--- src/rtl/sig_analyzer.sv ---
module sig_analyzer #(
  parameter int SIG_W = 16,
  parameter logic [SIG_W-1:0] TAP_MASK = 16'h0291,
  parameter int SYNC_STAGES = 2
) (
  input  logic               clk,
  input  logic               rst,
  input  logic               cfg_clk_rise,
  input  logic               cfg_start_rise,
  input  logic               cfg_stop_rise,
  input  logic               meas_clk_in,
  input  logic               start_in,
  input  logic               stop_in,
  input  logic               data_in,
  output logic               sig_valid,
  output logic [SIG_W-1:0]   signature,
  output logic [2*SIG_W-1:0] disp_code
);
  localparam int NCHAR = SIG_W / 4;

  logic [SYNC_STAGES-1:0][3:0] sync_q;
  logic [3:0] smp;
  logic mclk_prev, start_prev, stop_prev, win_open;
  logic [SIG_W-1:0] shreg;
  logic mclk_act, start_hit, stop_hit, open_evt, close_evt, shift_evt, fb;

  always_ff @(posedge clk) begin
    if (rst) sync_q <= '0;
    else     sync_q <= {sync_q[SYNC_STAGES-2:0], {meas_clk_in, start_in, stop_in, data_in}};
  end

  assign smp       = sync_q[SYNC_STAGES-1];
  assign mclk_act  = (smp[3] != mclk_prev) && (smp[3] == cfg_clk_rise);
  assign start_hit = (smp[2] != start_prev) && (smp[2] == cfg_start_rise);
  assign stop_hit  = (smp[1] != stop_prev) && (smp[1] == cfg_stop_rise);
  assign open_evt  = mclk_act && !win_open && start_hit;
  assign close_evt = mclk_act && win_open && stop_hit;
  assign shift_evt = mclk_act && win_open && !stop_hit;
  assign fb        = ^(shreg & TAP_MASK) ^ smp[0];

  always_ff @(posedge clk) begin
    if (rst) begin
      mclk_prev  <= 1'b0;
      start_prev <= !cfg_start_rise;
      stop_prev  <= !cfg_stop_rise;
      win_open   <= 1'b0;
      shreg      <= '0;
      signature  <= '0;
      sig_valid  <= 1'b0;
    end else begin
      mclk_prev <= smp[3];
      sig_valid <= close_evt;
      if (mclk_act) begin
        start_prev <= smp[2];
        stop_prev  <= smp[1];
      end
      if (open_evt) begin
        win_open <= 1'b1;
        shreg    <= {smp[0], {(SIG_W-1){1'b0}}};
      end else if (close_evt) begin
        win_open  <= 1'b0;
        signature <= shreg;
      end else if (shift_evt) begin
        shreg <= {fb, shreg[SIG_W-1:1]};
      end
    end
  end

  function automatic logic [7:0] glyph(input logic [3:0] n);
    case (n)
      4'd10:   glyph = 8'h41;
      4'd11:   glyph = 8'h43;
      4'd12:   glyph = 8'h46;
      4'd13:   glyph = 8'h48;
      4'd14:   glyph = 8'h50;
      4'd15:   glyph = 8'h55;
      default: glyph = 8'h30 + {4'h0, n};
    endcase
  endfunction

  for (genvar c = 0; c < NCHAR; c++) begin : g_char
    assign disp_code[8*c +: 8] = glyph(signature[4*c +: 4]);
  end
endmodule

--- config.mk ---
export PLATFORM = sky130hd
export DESIGN_NAME = sig_analyzer
export DESIGN_NICKNAME = d
export VERILOG_FILES = /design/src/rtl/sig_analyzer.sv
export SDC_FILE = /design/constraint.sdc
export NUM_CORES = 1
export LEC_CHECK = 0
export BUFFER_PORTS_ARGS = -buffer_cell sky130_fd_sc_hd__buf_4
export CORE_ASPECT_RATIO = 0.6
export CORE_MARGIN = 3
export CORE_UTILIZATION = 50
export CTS_CLUSTER_DIAMETER = 60
export DETAILED_ROUTE_END_ITERATION = 16
export GPL_ROUTABILITY_DRIVEN = 0
export PLACE_DENSITY = 0.82
export SETUP_SLACK_MARGIN = 0.3
export SLEW_MARGIN = 20
export SYNTH_ARGS = -nofsm -noshare
export SYNTH_HDL_FRONTEND = slang
export SYNTH_SLANG_ARGS = --single-unit
--- constraint.sdc ---
create_clock -name clk -period 1.75 [get_ports clk]
set_input_delay 0.2625 -clock clk [delete_from_list [all_inputs] [get_ports clk]]
set_output_delay 0.2625 -clock clk [all_outputs]
set_load 0.005 [all_outputs]
==> results.json <==
{
  "clock_tree_from_tritoncts": "yes",
  "power_leakage_nw": 1.296,
  "grt_antenna_before_repair": 0,
  "maximum_number_of_pins_on_one_net_before_global_route_repair": 35,
  "yosysTopAreaCellShare_pct": 40.76,
  "core-area_um2": 3850,
  "ys_async_sr_fraction_pct": 0,
  "io_pins": 58,
  "wl_per_cell_um": 12.19,
  "max_freq_mhz": 655.7,
  "ranking_of_synthesized_cells_by_area": "dfxtp_1 (41%), mux2i_1 (15%), nor2_1 (8.0%)",
  "drv_cap": 0,
  "n_antenna_cell": 0,
  "status": "finished clean",
  "timing_max_transition_violations_final": 0,
  "timing.final.crit_share_pct": 87.14,
  "drtIter0Drc": 51,
  "drive_gt1_share_pct": 39.93,
  "dieArea_um2": 5066,
  "placement_rows": 17,
  "route.detailed.vias_per_inst": 4.903,
  "clock_tree.htree_level_count": 2,
  "num_vias": 1716,
  "swShare_pct": 19.70,
  "tns_ns": 0,
  "gr-total-overflow": 0,
  "post_synth_inst_count": 236,
  "syn_area_per_cell_um2": 8.949,
  "synth-warning-count": 0,
  "cts.root.buffer_cell": "clkbuf_8",
  "synth_cell_types": 31,
  "antenna_violation_net_count_after_detailed_routing": 0,
  "critical_path_class": "reg -> reg",
  "dp.final_hpwl_mm": 2.821,
  "rsz0062_at_grt": "yes",
  "power_frac_seq_pct": 51.0,
  "power.clock.fraction_pct": 45.5,
  "synth_seq_area_share_pct": 43.60,
  "dp_cells": 333,
  "clock_skew_ns": 0.01021,
  "number_of_buffer_cells_added_on_primary_ports": 53,
  "crit_required_ns": 1.94,
  "grt_first_pass_wirelength_mm": 6.900,
  "numClockSinks": 45,
  "clk_path_buf_depth": 2,
  "critical_path_peak_fanout": 4,
  "stdcell_count": 350,
  "synth_edf_count": 2,
  "clk-insertion-delay-late_ns": 0.31,
  "ys_seq_elements": 45,
  "worst_ep_arrival_time_ns": 1.71,
  "clkSlewWorstSetupHoldPaths_ns": 0.09,
  "hp-class": "in -> reg",
  "chipWidth_um": 89.91,
  "hold_violations": 0,
  "share_comb_of_total_power_pct": 3.5,
  "grt_pass1_vias": 1513,
  "ys.flop_type": "dfxtp_1",
  "worst_ir_drop_vdd_mv": 0.6386,
  "drt_drc_violations_left": 0,
  "power.density_cell_area_nw_per_um2": 707.1,
  "endpoint_kind": "flop",
  "final_nets": 301,
  "hold_buf_cts": 0,
  "final-setup-viol-count": 0,
  "post-synth-top-area-cell": "dfxtp_1",
  "mappedNetlistArea_um2": 2112,
  "cts-buffers-inserted": 5,
  "initial_cell_density_of_the_core_pct": 54.86,
  "power.switching_mw": 0.4001,
  "start_kind": "flop",
  "die_height_um": 56.35,
  "grt.total_usage_pct": 16.60,
  "fin_crit_ns": 1.525,
  "fillers": 282,
  "drt-total-wl_mm": 4.266,
  "synthToLayoutAreaGrowth_pct": 35.96,
  "drt_pass1_iterations": 4,
  "internal_power_mw": 1.630
}
[area by class of cell]
type / instances / area [um^2] / share of cell area (%)
multi-input combinational: 162 / 1077 / 37.52
sequential: 45 / 968.4 / 33.73
timing repair buffer: 66 / 568.0 / 19.78
tap: 57 / 71.32 / 2.484
clock buffer: 5 / 68.82 / 2.397
clock inverter: 3 / 65.06 / 2.266
inverter: 12 / 52.55 / 1.830
[kinds of logic (layout without fill, tap and decap cells)]
family	count (synthesis)	in the layout	share of synthesized area [%]
other	1	4	0.1776
multiplexers	31	31	14.69
flip-flops	45	45	43.60
AND/OR/NAND/NOR	83	83	18.42
AO/OA/AOI/OAI	33	33	10.07
XOR/XNOR	11	11	4.562
buffers and inverters	32	86	8.471
[metal layers]
layer  GRT usage [%]  share of wire [%]  vias up
li1                -                  -      887
met1           20.77                 50      776
met2           27.14                 43       47
met3           6.158                5.9        6
met4           4.575               0.98        0
met5               0                  0        -
[state kept, by name, summed over array words and instances (netlist names)]
name	flops
mclk_prev	1
stop_prev	1
sync_q	4
signature	16
shreg	16
win_open	1
smp	4
sig_valid	1
start_prev	1
[metrics by stage]
step | util, % | power (mW) | hold slack, ns | area (um^2) | setup WS (ns)
after floorplan | - | 1.119 | 0.3341 | 2123 | 0.3485
after global placement | 64.97 | 1.136 | 0.4198 | 2501 | 0.2831
after detailed placement | 64.97 | 1.138 | 0.4204 | 2501 | 0.2203
after CTS | 71.86 | 2.055 | 0.1528 | 2766 | 0.2375
after global routing | 74.59 | 2.096 | 0.1789 | 2872 | 0.1307
final | 74.59 | 2.030 | 0.1605 | 2872 | 0.2250
[placed cells by master (no fill, tap or decap), types with 2 or more instances in the layout]
cell type / instances
nand2_1: 13
edfxtp_1: 2
nand3b_1: 3
nand2_2: 3
a31o_2: 4
mux2i_1: 31
nor2b_1: 9
xor2_1: 8
clkbuf_8: 5
dfxtp_4: 10
conb_1: 4
inv_1: 8
nand2b_1: 2
bufinv_16: 2
nor2_1: 43
buf_6: 10
a21oi_2: 6
a21oi_1: 13
buf_4: 53
nor3b_1: 3
xnor2_1: 3
inv_4: 3
o21a_1: 4
nor2_2: 2
dfxtp_2: 8
dfxtp_1: 25
[worst max-delay path: stages (launching register included)]
cell and delay [ns]:
dfxtp_2 0.33, nor2b_4 0.12, a22oi_2 0.25, nand3b_1 0.25, buf_2 0.21, mux2i_1 0.20
nor2_1 0.05
[final timing paths]
path,start,end,slack [ns],cells past startpoint
hold / removal,stop_in,sync_q[1]$_SDFF_PP0_,0.16,2
setup reg to reg,smp[3]$_SDFF_PP0_,signature[14]$_SDFFE_PP0P_,0.23,6
setup / recovery,smp[3]$_SDFF_PP0_,signature[14]$_SDFFE_PP0P_,0.23,6
hold reg to reg,sync_q[1]$_SDFF_PP0_,smp[1]$_SDFF_PP0_,0.44,1
[synth_stat cells, types with 5 or more instances]
| master | n |
|---|---|
| a21oi_1 | 19 |
| buf_4 | 5 |
| clkbuf_1 | 8 |
| dfxtp_1 | 43 |
| inv_1 | 12 |
| mux2i_1 | 31 |
| nand2_1 | 16 |
| nor2_1 | 45 |
| nor2b_1 | 10 |
| xor2_1 | 8 |
[power by group through the flow]
stage,registers (mW),clock network (mW),logic (mW)
after floorplan,1.07,0,0.0461
after global placement,1.07,0,0.0617
after detailed placement,1.07,0,0.0633
after CTS,1.04,0.941,0.0702
after global routing,1.04,0.979,0.0796
final,1.04,0.924,0.0709
[repair_timing]
item | in CTS | in global routing
resized for setup | 29 | 32
endpoints found under the setup margin | 52 | 46
pin swaps | 2 | 8
cloned | 1 | 1
setup buffers | 6 | 1
No activity file was read; power rests on OpenSTA's default activity.
